### src/rtl/hint_pkg.sv
package hint_pkg;
   localparam int HINT_ADDR_W = 3;

   typedef enum logic [HINT_ADDR_W-1:0] {
      HR_MASK     = 3'd0,
      HR_MASK_SET = 3'd1,
      HR_MASK_CLR = 3'd2,
      HR_STS_PEEK = 3'd3,
      HR_STS_TAKE = 3'd4,
      HR_ACK      = 3'd5
   } hreg_e;

   localparam int          HINT_NUM_SRC  = 18;
   localparam logic [31:0] HINT_IMPL_MAP = 32'h0003_47FF;
   localparam logic [31:0] HINT_MASK_RST = 32'h0000_0001;
endpackage

### src/rtl/hint_mask_reg.sv
module hint_mask_reg #(
   parameter int          W       = 18,
   parameter logic [31:0] IMPL    = 32'h0003_47FF,
   parameter logic [31:0] RST_VAL = 32'h0000_0001
) (
   input  logic         clk,
   input  logic         rst_n,
   input  logic         wr_full,
   input  logic         wr_set,
   input  logic         wr_clr,
   input  logic [W-1:0] wdata,
   output logic [W-1:0] mask_q
);
   localparam logic [W-1:0] IMPL_W = IMPL[W-1:0];
   localparam logic [W-1:0] RST_W  = RST_VAL[W-1:0];

   if ((RST_VAL[W-1:0] & ~IMPL[W-1:0]) != '0) begin : g_bad_rst
      $error("mask reset value touches reserved bits");
   end

   logic [W-1:0] mask_d;

   always_comb begin
      mask_d = mask_q;
      if (wr_full)     mask_d = wdata & IMPL_W;
      else if (wr_set) mask_d = mask_q | (wdata & IMPL_W);
      else if (wr_clr) mask_d = mask_q & ~wdata;
   end

   always_ff @(posedge clk or negedge rst_n) begin
      if (!rst_n) mask_q <= RST_W;
      else        mask_q <= mask_d;
   end

   p_mask_set_r4: assert property (@(posedge clk) disable iff (!rst_n)
      wr_set |=> ((mask_q & $past(wdata & IMPL_W)) == $past(wdata & IMPL_W)))
      else $error("mask set alias failed");

   p_mask_clr_r5: assert property (@(posedge clk) disable iff (!rst_n)
      wr_clr |=> ((mask_q & $past(wdata)) == '0))
      else $error("mask clear alias failed");

   p_mask_hold_r4: assert property (@(posedge clk) disable iff (!rst_n)
      (!wr_full && !wr_set && !wr_clr) |=> $stable(mask_q))
      else $error("mask changed without a write");
endmodule

### src/rtl/hint_status_reg.sv
module hint_status_reg #(
   parameter int          W    = 18,
   parameter logic [31:0] IMPL = 32'h0003_47FF
) (
   input  logic         clk,
   input  logic         rst_n,
   input  logic [W-1:0] evt,
   input  logic [W-1:0] clr,
   output logic [W-1:0] sts_q
);
   for (genvar i = 0; i < W; i++) begin : g_bit
      if (IMPL[i]) begin : g_live
         always_ff @(posedge clk or negedge rst_n) begin
            if (!rst_n) sts_q[i] <= 1'b0;
            else        sts_q[i] <= evt[i] | (sts_q[i] & ~clr[i]);
         end

         p_sticky_r2: assert property (@(posedge clk) disable iff (!rst_n)
            (sts_q[i] && !clr[i]) |=> sts_q[i])
            else $error("status bit %0d lost", i);

         p_evt_wins_r9: assert property (@(posedge clk) disable iff (!rst_n)
            evt[i] |=> sts_q[i])
            else $error("event on bit %0d not latched", i);

         p_ack_r8: assert property (@(posedge clk) disable iff (!rst_n)
            (clr[i] && !evt[i]) |=> !sts_q[i])
            else $error("status bit %0d not cleared", i);
      end else begin : g_rsvd
         assign sts_q[i] = 1'b0;
      end
   end
endmodule

### src/rtl/hint_irq_drive.sv
module hint_irq_drive #(
   parameter int W          = 18,
   parameter bit ACTIVE_LOW = 1'b0
) (
   input  logic         clk,
   input  logic         rst_n,
   input  logic [W-1:0] sts,
   input  logic [W-1:0] mask,
   output logic         irq_o
);
   logic irq_q;

   always_ff @(posedge clk or negedge rst_n) begin
      if (!rst_n) irq_q <= 1'b0;
      else        irq_q <= |(sts & ~mask);
   end

   if (ACTIVE_LOW) begin : g_low
      assign irq_o = ~irq_q;
   end else begin : g_high
      assign irq_o = irq_q;
   end

   p_irq_rise_r10: assert property (@(posedge clk) disable iff (!rst_n)
      (|(sts & ~mask)) |=> (irq_o == !ACTIVE_LOW))
      else $error("host irq missed an unmasked status");

   p_irq_fall_r10: assert property (@(posedge clk) disable iff (!rst_n)
      !(|(sts & ~mask)) |=> (irq_o == ACTIVE_LOW))
      else $error("host irq asserted with nothing pending");
endmodule

### src/rtl/host_irq_ctrl.sv
module host_irq_ctrl
   import hint_pkg::*;
#(
   parameter int          NUM_SRC    = HINT_NUM_SRC,
   parameter logic [31:0] IMPL_MAP   = HINT_IMPL_MAP,
   parameter logic [31:0] MASK_RST   = HINT_MASK_RST,
   parameter bit          ACTIVE_LOW = 1'b0
) (
   input  logic                   clk,
   input  logic                   rst_n,
   input  logic [NUM_SRC-1:0]     src_evt,
   input  logic                   bus_wr,
   input  logic                   bus_rd,
   input  logic [HINT_ADDR_W-1:0] bus_addr,
   input  logic [NUM_SRC-1:0]     bus_wdata,
   output logic [NUM_SRC-1:0]     bus_rdata,
   output logic                   host_irq
);
   if (NUM_SRC < 1 || NUM_SRC > 32) begin : g_bad_width
      $error("NUM_SRC must lie in 1..32");
   end

   logic [NUM_SRC-1:0] mask_q;
   logic [NUM_SRC-1:0] sts_q;
   logic [NUM_SRC-1:0] sts_clr;
   logic               wr_full, wr_set, wr_clr, wr_ack, rd_take;

   assign wr_full = bus_wr && (bus_addr == HR_MASK);
   assign wr_set  = bus_wr && (bus_addr == HR_MASK_SET);
   assign wr_clr  = bus_wr && (bus_addr == HR_MASK_CLR);
   assign wr_ack  = bus_wr && (bus_addr == HR_ACK);
   assign rd_take = bus_rd && (bus_addr == HR_STS_TAKE);

   assign sts_clr = (wr_ack ? bus_wdata : '0) | {NUM_SRC{rd_take}};

   always_comb begin
      bus_rdata = '0;
      if (bus_rd) begin
         case (bus_addr)
            HR_MASK:     bus_rdata = mask_q;
            HR_STS_PEEK: bus_rdata = sts_q;
            HR_STS_TAKE: bus_rdata = sts_q;
            default:     bus_rdata = '0;
         endcase
      end
   end

   hint_mask_reg #(.W(NUM_SRC), .IMPL(IMPL_MAP), .RST_VAL(MASK_RST)) u_mask (
      .clk(clk), .rst_n(rst_n), .wr_full(wr_full), .wr_set(wr_set),
      .wr_clr(wr_clr), .wdata(bus_wdata), .mask_q(mask_q));

   hint_status_reg #(.W(NUM_SRC), .IMPL(IMPL_MAP)) u_sts (
      .clk(clk), .rst_n(rst_n), .evt(src_evt), .clr(sts_clr), .sts_q(sts_q));

   hint_irq_drive #(.W(NUM_SRC), .ACTIVE_LOW(ACTIVE_LOW)) u_irq (
      .clk(clk), .rst_n(rst_n), .sts(sts_q), .mask(mask_q), .irq_o(host_irq));

   p_take_empties_r7: assert property (@(posedge clk) disable iff (!rst_n)
      (rd_take && !(|src_evt)) |=> (sts_q == '0))
      else $error("take read left status bits set");

   p_peek_keeps_r6: assert property (@(posedge clk) disable iff (!rst_n)
      (bus_rd && bus_addr == HR_STS_PEEK && !bus_wr && !(|src_evt)) |=> $stable(sts_q))
      else $error("peek read changed status");
endmodule

### config.mk
export PLATFORM = sky130hd
export DESIGN_NAME = host_irq_ctrl
export DESIGN_NICKNAME = d
export VERILOG_FILES = /design/src/rtl/hint_pkg.sv /design/src/rtl/hint_mask_reg.sv /design/src/rtl/hint_status_reg.sv /design/src/rtl/hint_irq_drive.sv /design/src/rtl/host_irq_ctrl.sv
export SDC_FILE = /design/constraint.sdc
export NUM_CORES = 1
export LEC_CHECK = 0
export BUFFER_PORTS_ARGS = -buffer_cell sky130_fd_sc_hd__buf_2
export CAP_MARGIN = 10
export CORE_MARGIN = 3
export CORE_UTILIZATION = 52
export DETAILED_ROUTE_END_ITERATION = 8
export PLACE_DENSITY = 0.86
export SLEW_MARGIN = 10
export SYNTH_ARGS = -nofsm -noshare
export SYNTH_HDL_FRONTEND = slang
export SYNTH_SLANG_ARGS = --single-unit
### constraint.sdc
create_clock -name clk -period 2.7 [get_ports clk]
set_input_delay 0.54 -clock clk [delete_from_list [all_inputs] [get_ports clk]]
set_output_delay 0.54 -clock clk [all_outputs]
set_load 0.03 [all_outputs]
==> results of run 1 <==
-- cell families after synthesis --
| group | count (synthesis) |
|---|---|
| AOI/OAI and AO/OA | 67 |
| and+or+nand+nor | 33 |
| DFF | 33 |
| buffers and inverters | 23 |
-- power breakdown --
group / leakage, nW / internal (mW) / switching (mW)
combinational: 0.604 / 0.0923 / 0.113
clock: 0.0310 / 0.0980 / 0.179
sequential: 0.363 / 0.545 / 0.0441
-- worst max-delay path by stage --
stage | startpoint | slack, ps | to
finish | bus_addr[1] | 550 | bus_rdata[4]
global route | bus_addr[1] | 480 | bus_rdata[16]
CTS | bus_addr[1] | 570 | bus_rdata[4]
detailed placement | bus_addr[1] | 560 | bus_rdata[4]
global placement | bus_addr[1] | 590 | bus_rdata[0]
floorplan | bus_addr[1] | 690 | bus_rdata[10]
-- synth_stat cells --
library cell	count	area share, %
buf_8	1	0.91
inv_2	1	0.23
and4_1	1	0.53
o21ai_0	18	5.5
a221oi_1	2	1.1
nor4b_4	1	1.4
inv_1	14	3.2
nor2_1	2	0.46
dfstp_2	1	1.6
nand2b_4	1	0.84
a31o_1	10	5.3
and2_1	8	3.0
o22ai_1	5	1.9
a22o_1	28	15
nand2_2	1	0.38
buf_2	3	0.91
nand2_1	14	3.2
buf_1	1	0.23
dfrtp_1	32	49
clkbuf_1	1	0.23
nand3_1	2	0.61
nand4b_1	1	0.53
nor2_4	1	0.68
a31o_2	4	2.1
buf_6	2	1.4
nor3_1	1	0.30
-- metrics by stage --
| step | instances | hold slack, ps | total power, mW | setup slack (ps) | instance area, µm² |
|---|---|---|---|---|---|
| 5_1_grt | 258 | 274 | 1.13 | 475 | 2000 |
| 3_3_place_gp | 250 | 460 | 0.788 | 585 | 1950 |
| 6_report | 258 | 243 | 1.07 | 549 | 2000 |
| 4_1_cts | 258 | 261 | 1.08 | 567 | 2000 |
| 3_5_place_dp | 250 | 469 | 0.802 | 565 | 1950 |
| 2_1_floorplan | 156 | 244 | 0.713 | 690 | 1650 |
-- final cells by class --
type / instances / share of cell area [%]
Sequential cell: 33 / 41.3
Multi-Input combinational cell: 100 / 35.2
Timing Repair Buffer: 60 / 15.4
Inverter: 15 / 2.81
Tap cell: 42 / 2.62
Clock buffer: 5 / 1.87
Clock inverter: 3 / 0.874
-- per-layer routing --
layer | share of wire, % | vias to the layer above | global-route usage (%)
li1 | - | 693 | -
met1 | 39 | 774 | 27.5
met2 | 53 | 60 | 45.0
met3 | 6.7 | 6 | 6.49
met4 | 1.1 | 0 | 7.71
met5 | 0 | - | 0
-- layout by cell type (no fill, tap or decap), drive strengths merged --
| master | netlist | routed |
|---|---|---|
| o22ai | 5 | 5 |
| clkinv | 0 | 2 |
| a221oi | 2 | 2 |
| nand2 | 15 | 15 |
| dfstp | 1 | 1 |
| nor4b | 1 | 1 |
| buf | 7 | 60 |
| inv | 15 | 15 |
| o21ai | 18 | 18 |
| a22o | 28 | 28 |
| and2 | 8 | 8 |
| and4 | 1 | 1 |
| nand2b | 1 | 1 |
| nand4b | 1 | 1 |
| clkinvlp | 0 | 1 |
| nor2 | 3 | 3 |
| nand3 | 2 | 2 |
| a31o | 14 | 14 |
| nor3 | 1 | 1 |
| clkbuf | 1 | 5 |
| dfrtp | 32 | 32 |
==> impl_metrics.tcl, run 1 <==
set metrics [dict create \
    fmax_ghz 0.465 \
    cp_max_fo 18 \
    critPathMaxStageDelay_ps 270 \
    slew_violations 0 \
    cp.required_ps 2160 \
    avgViaCountPerCell 5.94 \
    finalSetupTns_ps 0 \
    port_buffers 57 \
    yosys.area_share.simple_pct 12.0 \
    wl_um 4470 \
    h-tree-depth 2 \
    crit_path_end_kind "output pin" \
    finalSetupViolCount 0 \
    cts_resized 0 \
    fin_nets 258 \
    place_hpwl_um 3100 \
    cts_inserted_buffers 5 \
    cts_tree "done" \
    crit_buf_inv 3 \
    multiInputGateArea_um2 704 \
    cts-root-buf "clkbuf_4" \
    fin_crit_sh_pct 79.7 \
    rr_startpoint "u_sts.sts_q[8]" \
    initial_core_util_pct 57.3 \
    coreArea_um2 2880 \
    drive_above_1_share_pct 36.1 \
    ys_warn_count 0 \
    synth_nets 199 \
    drt-wirelength-per-cell_um 17.3 \
    globalRouteOverflowTotal 0 \
    ir_drop_v 0.000402 \
    die_width_um 62.3 \
    grt_pass1_wl_um 7540 \
    skew_ps 8.42 \
    synth_top_family_by_area "compound AO/OA/AOI/OAI gates" \
    ys_ff_latch 33 \
    synthToLayoutAreaGrowth_pct 21.6 \
    critPathTopFamily "buffers and inverters" \
    synth_xor_area_share_pct 0 \
    seq_area_frac_synth_pct 50.2 \
    max_cap_violations 0 \
    vias 1533 \
    clk_pin_slew_ps 110 \
    status "finished clean" \
    fill_cells 242 \
    netlist_instances 156 \
    period_needed_ps 2150 \
    grt_use_total_pct 24.5 \
    max_slew.worst_pin.slew_ps 725 \
    r2r-end "u_irq.irq_o" \
    first_global_vias 1585 \
    min_path_type "input pin to asynchronous set/reset pin" \
    startpoint_type "input pin" \
    synth_compound_area_share_pct 30.8 \
    antenna_found_initial 0 \
    hold_buffers 0 \
    path_cells "buf_2 -> nor4b_4 -> buf_4 -> a22o_1 -> buf_2" \
    post-route-util_pct 69.6 \
    die_area_um2 3880 \
    clk_latency_ps 340 \
    final_antenna_net_count 0 \
    clock-sinks 33 \
    grt_max_degree 34 \
    crit_cells 5 \
    relSlewSlack_pct 51.7 \
    synthMuxAreaShare_pct 0 \
    die_y_um 62.3 \
    rsz0062_at_grt "false" \
    rrSetupSlack_ps 1580 \
    firstDrtPassIters 4 \
    finalHoldViolCount 0 \
    area.sequential_um2 827 \
    critPathSlowestCell "nor4b_4" \
    cts_setup_buffers 0 \
    ios 62 \
    ys_types 26 \
    post_synth_fa_ha_maj_area_fraction_pct 0 \
    reg2reg_depth 4 \
    clockBufferDepth 2 \
    netlist_area_um2 1650 \
    drtIter0Drc 86 \
    cpMostUsedCell "buf_2" \
    fp-row-count 19 \
    gp_congestion 0.829 \
    power.density_nw_per_um2 535 \
    path_class "input pin to output pin" \
    drc 0 \
    power.leakage_nw 0.998 \
    arrival_ps 1610 \
    antenna_cells 0 \
    avgSynthCellArea_um2 10.6 \
]
No activity file was read; power rests on OpenSTA's default activity.
==> inputs of run 2 (changes only) <==
--- a/config.mk
+++ b/config.mk
@@ -8,9 +8,9 @@
 export BUFFER_PORTS_ARGS = -buffer_cell sky130_fd_sc_hd__buf_2
 export CAP_MARGIN = 10
 export CORE_MARGIN = 3
-export CORE_UTILIZATION = 52
+export CORE_UTILIZATION = 48
 export DETAILED_ROUTE_END_ITERATION = 8
-export PLACE_DENSITY = 0.86
+export PLACE_DENSITY = 0.8
 export SLEW_MARGIN = 10
 export SYNTH_ARGS = -nofsm -noshare
 export SYNTH_HDL_FRONTEND = slang
==> constraint.sdc (replaced) <==
create_clock -name clk -period 2 [get_ports clk]
set_input_delay 0.4 -clock clk [delete_from_list [all_inputs] [get_ports clk]]
set_output_delay 0.4 -clock clk [all_outputs]
set_load 0.03 [all_outputs]
==> run 2 against run 1 <==
Effect of this change: non-clock buffer count is 1 higher; power is 49% higher; clock skew hardly changed; clock power is 91% higher; sequential power is 34% higher; critical path type unchanged; largest cell class unchanged.
==> impl_metrics.tcl, run 2 (same netlist as run 1, synthesis figures left out) <==
set metrics [dict create \
    antenna_cells 0 \
    crit_cells 6 \
    antenna_found_initial 0 \
    grt_pass1_wl_um 7330 \
    die_y_um 64.6 \
    synthToLayoutAreaGrowth_pct 24.8 \
    power.leakage_nw 1.02 \
    relSlewSlack_pct 51.3 \
    finalSetupTns_ps 0 \
    hold_buffers 0 \
    max_slew.worst_pin.slew_ps 730 \
    ios 62 \
    cts_setup_buffers 0 \
    min_path_type "input pin to asynchronous set/reset pin" \
    clk_pin_slew_ps 100 \
    max_cap_violations 0 \
    fmax_ghz 0.541 \
    crit_path_end_kind "output pin" \
    drt-wirelength-per-cell_um 16.8 \
    place_hpwl_um 2960 \
    cts_inserted_buffers 5 \
    crit_buf_inv 2 \
    cts_resized 0 \
    finalSetupViolCount 0 \
    finalHoldViolCount 0 \
    fin_nets 259 \
    critPathMaxStageDelay_ps 280 \
    startpoint_type "input pin" \
    cpMostUsedCell "buf_2" \
    clk_latency_ps 340 \
    fin_crit_sh_pct 92.5 \
    avgViaCountPerCell 5.89 \
    cp_max_fo 14 \
    clockBufferDepth 2 \
    reg2reg_depth 4 \
    cts_tree "done" \
    coreArea_um2 3150 \
    status "finished clean" \
    cp.required_ps 1600 \
    gp_congestion 0.783 \
    firstDrtPassIters 4 \
    globalRouteOverflowTotal 0 \
    path_cells "buf_2 -> nor2_1 -> nand3_1 -> nand2_2 -> a22o_1 -> buf_2" \
    critPathTopFamily "simple AND/OR/NAND/NOR gates" \
    cts-root-buf "clkbuf_4" \
    drtIter0Drc 110 \
    final_antenna_net_count 0 \
    path_class "input pin to output pin" \
    grt_use_total_pct 22.7 \
    period_needed_ps 1850 \
    h-tree-depth 2 \
    vias 1538 \
    grt_max_degree 34 \
    slew_violations 0 \
    rsz0062_at_grt "false" \
    post-route-util_pct 65.2 \
    final_common_cell "buf_2" \
    first_global_vias 1597 \
    wl_um 4390 \
    drive_above_1_share_pct 35.9 \
    clock-sinks 33 \
    ir_drop_v 0.000522 \
    skew_ps 8.02 \
    power.density_nw_per_um2 779 \
    critPathSlowestCell "nand2_2" \
    mostFrequentLayoutCells "57 x buf_2, 32 x dfrtp_1, 28 x a22o_1, 18 x o21ai_0" \
    arrival_ps 1450 \
    die_width_um 64.6 \
    fp-row-count 20 \
    die_area_um2 4170 \
    fill_cells 277 \
    drc 0 \
    initial_core_util_pct 52.3 \
    port_buffers 57 \
]
[run 2: per-stage QoR]
| stage | hold slack (ps) | cells | power (mW) | area (µm²) | setup WS [ps] |
|---|---|---|---|---|---|
| after CTS | 128 | 261 | 1.60 | 2060 | 162 |
| final | 103 | 261 | 1.60 | 2060 | 150 |
| after global placement | 460 | 253 | 1.07 | 1970 | 195 |
| after global routing | 146 | 261 | 1.68 | 2060 | 90.4 |
| after detailed placement | 462 | 253 | 1.08 | 1970 | 162 |
| after floorplan | 104 | 156 | 0.962 | 1650 | 270 |
[run 2: routing by layer]
layer  up-vias  share of wire, %  track usage, %
met1       745                40            26.8
met5         -                 0               0
met3        12               8.5            5.89
met4         0               1.8            9.23
met2        82                50            39.2
li1        699                 -               -
[run 2: worst paths after layout]
check                           slack, ps               from                 to
min in group clk                      240         src_evt[2]     u_sts.sts_q[2]
worst min register to register        490  u_mask.mask_q[12]  u_mask.mask_q[12]
max in group asynchronous            1430              rst_n    u_sts.sts_q[10]
worst min-delay path                  100              rst_n     u_sts.sts_q[4]
worst max-delay path                  150        bus_addr[1]       bus_rdata[0]
worst max register to register        930     u_sts.sts_q[8]        u_irq.irq_o
[run 2: final cells by class]
| class | instances | area, µm² | share of cell area [%] |
|---|---|---|---|
| sequential | 33 | 827 | 40.2 |
| multi-input combinational | 100 | 704 | 34.3 |
| timing repair buffer | 61 | 328 | 15.9 |
| inverter | 15 | 56.3 | 2.74 |
| clock buffer | 7 | 55.1 | 2.68 |
| tap | 44 | 55.1 | 2.68 |
| clock inverter | 1 | 30.0 | 1.46 |
[run 2: where the power goes]
part	internal, mW	switching, mW
registers	0.736	0.0563
logic	0.127	0.152
clock network	0.298	0.232
total	1.16	0.440
==> inputs of run 3 (changes only) <==
--- a/config.mk
+++ b/config.mk
@@ -8,9 +8,10 @@
 export BUFFER_PORTS_ARGS = -buffer_cell sky130_fd_sc_hd__buf_2
 export CAP_MARGIN = 10
 export CORE_MARGIN = 3
-export CORE_UTILIZATION = 48
+export CORE_UTILIZATION = 44
 export DETAILED_ROUTE_END_ITERATION = 8
-export PLACE_DENSITY = 0.8
+export GPL_TIMING_DRIVEN = 0
+export PLACE_DENSITY = 0.75
 export SLEW_MARGIN = 10
 export SYNTH_ARGS = -nofsm -noshare
 export SYNTH_HDL_FRONTEND = slang
==> run 3 against run 2 <==
Effect of this change: design area is 4.0% higher; clock power grew 5.3%; die area rose by 8.2%; power rose by 2.2%; non-clock buffer count rose by 9; count of clock-buffer cells in the layout did not move; combinational power barely moved; sequential power is 0.5% higher; critical endpoint is now bus_rdata[17].
==> impl_metrics.tcl, run 3 (same netlist as run 1, synthesis figures left out) <==
set metrics [dict create \
    slew_violations 0 \
    gp_congestion 0.825 \
    finalSetupTns_ps 0 \
    finalSetupViolCount 0 \
    first_global_vias 1467 \
    cp.required_ps 1600 \
    drtIter0Drc 109 \
    die_width_um 67.2 \
    arrival_ps 1500 \
    synthToLayoutAreaGrowth_pct 29.7 \
    grt_max_degree 34 \
    drt-wirelength-per-cell_um 16.0 \
    clk_pin_slew_ps 70 \
    pre_cts_slack_ps -147 \
    fp-row-count 21 \
    rsz0062_at_grt "false" \
    die_y_um 67.2 \
    final_antenna_net_count 0 \
    skew_ps 3.69 \
    h-tree-depth 2 \
    vias 1486 \
    coreArea_um2 3470 \
    ios 62 \
    antenna_found_initial 0 \
    status "finished clean" \
    period_needed_ps 1900 \
    ir_drop_v 0.000456 \
    firstDrtPassIters 4 \
    cts_tree "done" \
    power.density_nw_per_um2 766 \
    path_class "input pin to output pin" \
    mostFrequentLayoutCells "59 x buf_2, 32 x dfrtp_1, 28 x a22o_1, 18 x o21ai_0" \
    finalHoldViolCount 0 \
    avgViaCountPerCell 5.46 \
    max_slew.worst_pin.slew_ps 721 \
    crit_path_end_kind "output pin" \
    place_hpwl_um 3060 \
    max_cap_violations 0 \
    port_buffers 57 \
    min_path_type "input pin to asynchronous set/reset pin" \
    grt_use_total_pct 21.9 \
    startpoint_type "input pin" \
    power.leakage_nw 1.07 \
    fin_crit_sh_pct 95.0 \
    final_common_cell "buf_2" \
    fmax_ghz 0.526 \
    clk_latency_ps 290 \
    antenna_cells 0 \
    clock-sinks 33 \
    relSlewSlack_pct 52.0 \
    grt_pass1_wl_um 7160 \
    fin_nets 268 \
    initial_core_util_pct 47.5 \
    drive_above_1_share_pct 38.5 \
    clockBufferDepth 2 \
    cp_max_fo 5 \
    worst_slack_ps 100 \
    cts-root-buf "clkbuf_8" \
    globalRouteOverflowTotal 0 \
    wl_um 4360 \
    die_area_um2 4520 \
    drc 0 \
    cts_inserted_buffers 5 \
]
[run 3: changes by cell type in the layout (fill, tap and decap cells not counted), sizes merged]
cell and change:
buf +8, clkbuf +1, clkinv +1, bufinv -1
[run 3: what timing repair did]
item,in CTS,in global routing
hold buffers,0,0
pin swaps,1,1
setup endpoints to repair,14,10
gates resized for setup,2,0
setup buffers,3,2
gates cloned,0,0
[run 3: final timing paths]
kind | startpoint | slack [ps] | end | cells past startpoint
min in group clk | src_evt[5] | 290 | u_sts.sts_q[5] | 2
max reg2reg | u_sts.sts_q[8] | 910 | u_irq.irq_o | 4
min reg2reg | u_mask.mask_q[12] | 480 | u_mask.mask_q[12] | 1
max | bus_addr[2] | 100 | bus_rdata[17] | 5
max in group asynchronous | rst_n | 1380 | asynchronous set/reset pin | 1
min | rst_n | 160 | u_mask.mask_q[11] | 1
[run 3: per-layer routing]
metal / vias up / GRT usage (%) / part of all wire [%]
met2: 56 / 33.4 / 48
li1: 714 / - / -
met1: 709 / 29.6 / 44
met5: - / 0 / 0
met4: 0 / 9.37 / 0.92
met3: 7 / 5.49 / 7.7
[run 3: final cells by class]
cell class | count | area (µm²)
multi-input combinational | 100 | 709
inverter | 15 | 56.3
fill | 317 | 1330
timing repair buffer | 62 | 323
sequential | 33 | 827
buffer | 8 | 62.6
clock buffer | 7 | 96.3
clock inverter | 1 | 5.00
tap | 46 | 57.6
[run 3: worst max-delay path: stages]
cell and delay (ps):
buf_2 140, nor4b_4 400, buf_4 210, a22o_1 140
buf_2 200
[run 3: stage by stage]
step / utilization (%) / power [mW] / area (µm²) / hold slack [ps] / std cells
2_1_floorplan: - / 0.962 / 1650 / 104 / 156
3_3_place_gp: 57.4 / 1.08 / 1990 / 461 / 259
3_5_place_dp: 57.4 / 1.09 / 1990 / 462 / 259
4_1_cts: 61.2 / 1.64 / 2120 / 185 / 270
5_1_grt: 61.6 / 1.72 / 2140 / 213 / 272
6_report: 61.6 / 1.64 / 2140 / 160 / 272
[run 3: power by group]
| group | switching [mW] | total, mW | internal [mW] |
|---|---|---|---|
| sequential | 0.0591 | 0.796 | 0.737 |
| clock | 0.247 | 0.558 | 0.311 |
| combinational | 0.151 | 0.282 | 0.131 |
| total | 0.457 | 1.64 | 1.18 |
